$ cat config.mk
export PLATFORM = sky130hd
export DESIGN_NAME = dma_req_serializer
export DESIGN_NICKNAME = d
export VERILOG_FILES = /design/src/rtl/dreq_ser_pkg.sv /design/src/rtl/dreq_change_tracker.sv /design/src/rtl/dreq_prio_pick.sv /design/src/rtl/dreq_frame_shifter.sv /design/src/rtl/dma_req_serializer.sv
export SDC_FILE = /design/constraint.sdc
export NUM_CORES = 1
export LEC_CHECK = 0
export BUFFER_PORTS_ARGS = -buffer_cell sky130_fd_sc_hd__buf_2
export CORE_MARGIN = 5
export CORE_UTILIZATION = 30
export DETAILED_ROUTE_END_ITERATION = 10
export PLACE_DENSITY = 0.47
export REMOVE_ABC_BUFFERS = 1
export SLEW_MARGIN = 20
export SYNTH_ARGS = -nofsm -noshare
export SYNTH_HDL_FRONTEND = slang
export SYNTH_SLANG_ARGS = --single-unit
$ cat constraint.sdc
create_clock -name clk_i -period 1.6 [get_ports clk_i]
set_input_delay 0.4 -clock clk_i [delete_from_list [all_inputs] [get_ports clk_i]]
set_output_delay 0.4 -clock clk_i [all_outputs]
set_load 0.1 [all_outputs]
$ cat src/rtl/dreq_ser_pkg.sv
package dreq_ser_pkg;
  typedef enum logic [1:0] {
    ST_IDLE = 2'd0,
    ST_SEND = 2'd1,
    ST_GAP  = 2'd2
  } ser_state_e;
endpackage

$ cat src/rtl/dreq_change_tracker.sv
module dreq_change_tracker #(
  parameter int NUM_CH = 8
) (
  input  logic              clk_i,
  input  logic              rst_ni,
  input  logic [NUM_CH-1:0] lvl_i,
  input  logic [NUM_CH-1:0] clr_i,
  output logic [NUM_CH-1:0] lvl_o,
  output logic [NUM_CH-1:0] pend_o
);
  logic [NUM_CH-1:0] lvl_q, pend_q;

  // a new edge on a channel wins over the clear of that channel
  always_ff @(posedge clk_i or negedge rst_ni) begin
    if (!rst_ni) begin
      lvl_q  <= '0;
      pend_q <= '0;
    end else begin
      lvl_q  <= lvl_i;
      pend_q <= (pend_q & ~clr_i) | (lvl_i ^ lvl_q);
    end
  end

  assign lvl_o  = lvl_q;
  assign pend_o = pend_q;
endmodule

$ cat src/rtl/dreq_prio_pick.sv
module dreq_prio_pick #(
  parameter int NUM_CH = 8,
  parameter int CH_W   = 3
) (
  input  logic [NUM_CH-1:0] pend_i,
  output logic              any_o,
  output logic [CH_W-1:0]   idx_o,
  output logic [NUM_CH-1:0] gnt_o
);
  // scan high to low so the lowest set bit is the last one written
  always_comb begin
    idx_o = '0;
    gnt_o = '0;
    for (int i = NUM_CH - 1; i >= 0; i--) begin
      if (pend_i[i]) begin
        idx_o    = CH_W'(i);
        gnt_o    = '0;
        gnt_o[i] = 1'b1;
      end
    end
  end

  assign any_o = |pend_i;
endmodule

$ cat src/rtl/dreq_frame_shifter.sv
module dreq_frame_shifter
  import dreq_ser_pkg::*;
#(
  parameter int NUM_CH = 8,
  parameter int CH_W   = 3
) (
  input  logic              clk_i,
  input  logic              rst_ni,
  input  logic              any_i,
  input  logic [CH_W-1:0]   idx_i,
  input  logic [NUM_CH-1:0] lvl_i,
  output logic              load_o,
  output logic              idle_o,
  output logic              line_o
);
  localparam int FRAME_W = CH_W + 1;
  localparam int CNT_W   = $clog2(FRAME_W + 1);

  ser_state_e         st_q;
  logic [FRAME_W-1:0] data_q;
  logic [CNT_W-1:0]   cnt_q;
  logic               line_q;

  assign idle_o = (st_q == ST_IDLE);
  assign load_o = idle_o && any_i;

  always_ff @(posedge clk_i or negedge rst_ni) begin
    if (!rst_ni) begin
      st_q   <= ST_IDLE;
      data_q <= '0;
      cnt_q  <= '0;
      line_q <= 1'b1;
    end else begin
      unique case (st_q)
        ST_IDLE: begin
          if (any_i) begin
            line_q <= 1'b0;
            data_q <= {idx_i, lvl_i[idx_i]};
            cnt_q  <= CNT_W'(FRAME_W);
            st_q   <= ST_SEND;
          end
        end
        ST_SEND: begin
          line_q <= data_q[FRAME_W-1];
          data_q <= {data_q[FRAME_W-2:0], 1'b0};
          cnt_q  <= cnt_q - CNT_W'(1);
          if (cnt_q == CNT_W'(1)) st_q <= ST_GAP;
        end
        ST_GAP: begin
          line_q <= 1'b1;
          st_q   <= ST_IDLE;
        end
        default: st_q <= ST_IDLE;
      endcase
    end
  end

  assign line_o = line_q;
endmodule

$ cat src/rtl/dma_req_serializer.sv
module dma_req_serializer #(
  parameter int NUM_CH = 8,
  parameter int CH_W   = (NUM_CH > 1) ? $clog2(NUM_CH) : 1
) (
  input  logic              clk_i,
  input  logic              rst_ni,
  input  logic [NUM_CH-1:0] req_lvl_i,
  output logic              serial_req_no
);
  logic [NUM_CH-1:0] lvl_w, pend_w, gnt_w, clr_w;
  logic [CH_W-1:0]   idx_w;
  logic              any_w, load_w, idle_w;

  assign clr_w = gnt_w & {NUM_CH{load_w}};

  dreq_change_tracker #(.NUM_CH(NUM_CH)) u_track (
    .clk_i  (clk_i),
    .rst_ni (rst_ni),
    .lvl_i  (req_lvl_i),
    .clr_i  (clr_w),
    .lvl_o  (lvl_w),
    .pend_o (pend_w)
  );

  dreq_prio_pick #(.NUM_CH(NUM_CH), .CH_W(CH_W)) u_pick (
    .pend_i (pend_w),
    .any_o  (any_w),
    .idx_o  (idx_w),
    .gnt_o  (gnt_w)
  );

  dreq_frame_shifter #(.NUM_CH(NUM_CH), .CH_W(CH_W)) u_shift (
    .clk_i  (clk_i),
    .rst_ni (rst_ni),
    .any_i  (any_w),
    .idx_i  (idx_w),
    .lvl_i  (lvl_w),
    .load_o (load_w),
    .idle_o (idle_w),
    .line_o (serial_req_no)
  );
endmodule

==> out/metrics.cfg <==
[yosys]
yosys-top-cells-area = dfrtp_1 47%, nand2_1 5.7%, xnor2_1 5.3%, ha_1 4.7%, o21ai_0 4.2%
synth_most_common_cell = dfrtp_1
synthCells = 132
ys_types = 37
yosysSeqAreaShare_pct = 49.24
synth-seq-cells = 26
ys_top_cells_by_count = 25 x dfrtp_1, 20 x nand2_1, 11 x o21ai_0, 10 x inv_1, 9 x nor2_1
yosys_most_used_dff = dfrtp_1
yosysWarnings = 0
netlist_area_um2 = 1324
synth_top_area_share_pct = 47.26
synth-edff-count = 0
async_flop_share_pct = 100.0
avgSynthCellArea_um2 = 10.03
synth_area_leader_cell = dfrtp_1

[floorplan]
core_um2 = 4324
rows = 24
dieArea_um2 = 5841
die_w_um = 76.43
die_h_um = 76.43
initial_core_util_pct = 30.61
pin_count = 11

[power_and_ir_drop]
power.leakage_uw = 0.0007726
power.switching_uw = 258.3
combinationalPowerShare_pct = 5.3
p_clk_share_pct = 36.6
ir_drop_v = 0.0003470
p_per_area_nw_per_um2 = 674.3
p_seq_share_pct = 58.1
p_int_uw = 922.0
swShare_pct = 21.88

[layout]
fin_nets = 183
design_area_um2 = 1750
fin_cells = 219
multi_input_area_um2 = 693.2
nFillCells = 459
drive_gt1_share_pct = 36.53
seq_area_um2 = 654.4
area_growth_pct = 32.23
antenna_cells = 0

[route]
postRouteAntennaNets = 0
wirelength_um = 2900
drc = 0
firstDrtPassIters = 4
vias = 1053
wl_per_cell_um = 13.24
viasPerCell = 4.808
first_iter_violations = 43

[min_path]
worstHoldPathType = primary input to async pin

[placement]
io_buffers = 10
place_congestion = 0.7828
place_ws_ns = -0.06689
dp.cells = 211
dp_hpwl_um = 2180
placed_cell_area_um2 = 1588

[setup_path]
reg2reg_to = u_shift.data_q[0]
cpPeakStageDelay_ns = 0.39
worst-path-max-fanout = 2
r2r_slack_ns = -0.01
end_kind = flip-flop
cp_cell_sequence = nand2b_4, a21oi_2, mux2_4, a2111oi_4, a211o_1
worstPathArrival_ns = 1.83
rr_worst_depth = 5
cpMaxStageDelayCell = dfrtp_1
worst-endpoint-required_ns = 1.81
critPathLaunchType = flip-flop
r2r_start = u_track.pend_o[6]
crit_type = flip-flop to flip-flop
path_buf_inv = 0
cp_top_family = compound AO/OA/AOI/OAI gates

[outcome]
violations = setup timing
status = finished, violations left

[grt]
first_global_vias = 1073
gr-total-overflow = 0
antenna_found_initial = 0
grt_max_degree = 27
grt_pass1_wl_um = 4940
grt_usage_pct = 10.25

[clocking]
clk_path_buf_depth = 2
cts_buffers = 3
clk_latency_ns = 0.27
clockRootBuffer = clkbuf_8
cts_hold_buf = 0
clock-sinks = 26
cts_tree = yes
htree_levels = 1
clk_pin_slew_ns = 0.09

[sta]
setup_tns_ns = -0.01118
fin_crit_ns = 1.611
relSlewSlack_pct = 61.55
worst_pin_slew_ns = 0.5767
timing.fmax_mhz = 620.7
final-max-slew-violation-count = 0
clock_skew_ns = 0.007430
period_share_pct = 100.7
worst_slack_ns = -0.01118
rsz0062_at_grt = yes
setup_viol = 1
hold_viol_final = 0

[job]
maxCapViolations = 0

cells by family (layout without fill, tap and decap cells):
family	Yosys count	in the layout	share of synthesized area, %
xor+xnor	8	8	5.293
compound gates	34	34	17.68
simple gates	43	43	16.64
flops	26	26	49.24
mux	3	3	2.646
buf+inv	13	48	3.780
fa+ha+maj	5	5	4.726
cells in the final DEF, fill, tap and decap left out, drive strengths merged, types with 2 or more instances in the layout:
master,netlist,routed
o2bb2ai,3,3
or2,2,2
buf,1,33
dfrtp,25,25
mux2i,2,2
nor2,10,10
ha,5,5
o21ai,13,13
nand2,21,21
clkbuf,1,4
nor4,2,2
nand3,4,4
a21oi,8,8
inv,11,11
o2111ai,2,2
nand2b,2,2
xnor2,8,8
worst reg2reg max path, cell delays in order, from the launching register on:
cell       delay [ns]
dfrtp_1          0.39
nand2b_4         0.16
a21oi_2          0.15
mux2_4           0.33
a2111oi_4        0.36
a211o_1          0.17
power groups by stage:
| stage | combinational (µW) | sequential [µW] | clock (µW) |
|---|---|---|---|
| floorplan | 27.0 | 697 | 0 |
| global placement | 63.5 | 700 | 0 |
| detailed placement | 64.3 | 700 | 0 |
| CTS | 64.7 | 686 | 450 |
| global route | 73.6 | 688 | 479 |
| finish | 63.1 | 686 | 432 |
layout make-up:
| cell class | instances | share of cell area, % |
|---|---|---|
| Timing Repair Buffer | 33 | 13.80 |
| Inverter | 11 | 2.359 |
| Clock buffer | 4 | 3.145 |
| Sequential cell | 26 | 37.38 |
| Tap cell | 52 | 3.717 |
| Multi-Input combinational cell | 93 | 39.60 |
sequential cells by signal, indices dropped and copies added (netlist names):
register,cells
u_track.lvl_o,8
u_shift.line_o,1
u_shift.st_q,2
u_track.pend_o,8
u_shift.cnt_q,3
u_shift.data_q,4
layer usage:
| layer | up-vias | part of all wire [%] | track usage, % |
|---|---|---|---|
| li1 | 528 | - | - |
| met1 | 509 | 46 | 12.46 |
| met2 | 11 | 50 | 18.24 |
| met3 | 5 | 2.0 | 1.418 |
| met4 | 0 | 1.7 | 3.671 |
| met5 | - | 0 | 0 |
how the worst max path moves through the flow:
stage,start,end,slack (ns),cells past startpoint
after floorplan,u_track.pend_o[6],u_shift.data_q[0],0.005,5
after global placement,u_track.pend_o[6],u_shift.data_q[0],-0.01,5
after detailed placement,u_track.pend_o[6],u_shift.data_q[0],-0.07,5
after CTS,u_track.pend_o[4],u_shift.data_q[0],0.01,4
after global routing,u_track.pend_o[6],u_shift.data_q[0],-0.1,5
final,u_track.pend_o[6],u_shift.data_q[0],-0.01,5
per-stage QoR:
| step | util (%) | hold slack, ns | total power (µW) |
|---|---|---|---|
| floorplan | - | 0.1044 | 724.0 |
| global placement | 36.72 | 0.4408 | 763.1 |
| detailed placement | 36.72 | 0.4374 | 763.9 |
| CTS | 38.89 | 0.1295 | 1201 |
| global route | 40.48 | 0.1633 | 1241 |
| finish | 40.48 | 0.1090 | 1180 |
timing repair:
item / 4_1_cts / 5_1_grt
setup buffers: 1 / 3
pin swaps: 3 / 4
resized for setup: 6 / 12
setup endpoints to repair: 1 / 10
(Power assumes the default switching activity.)
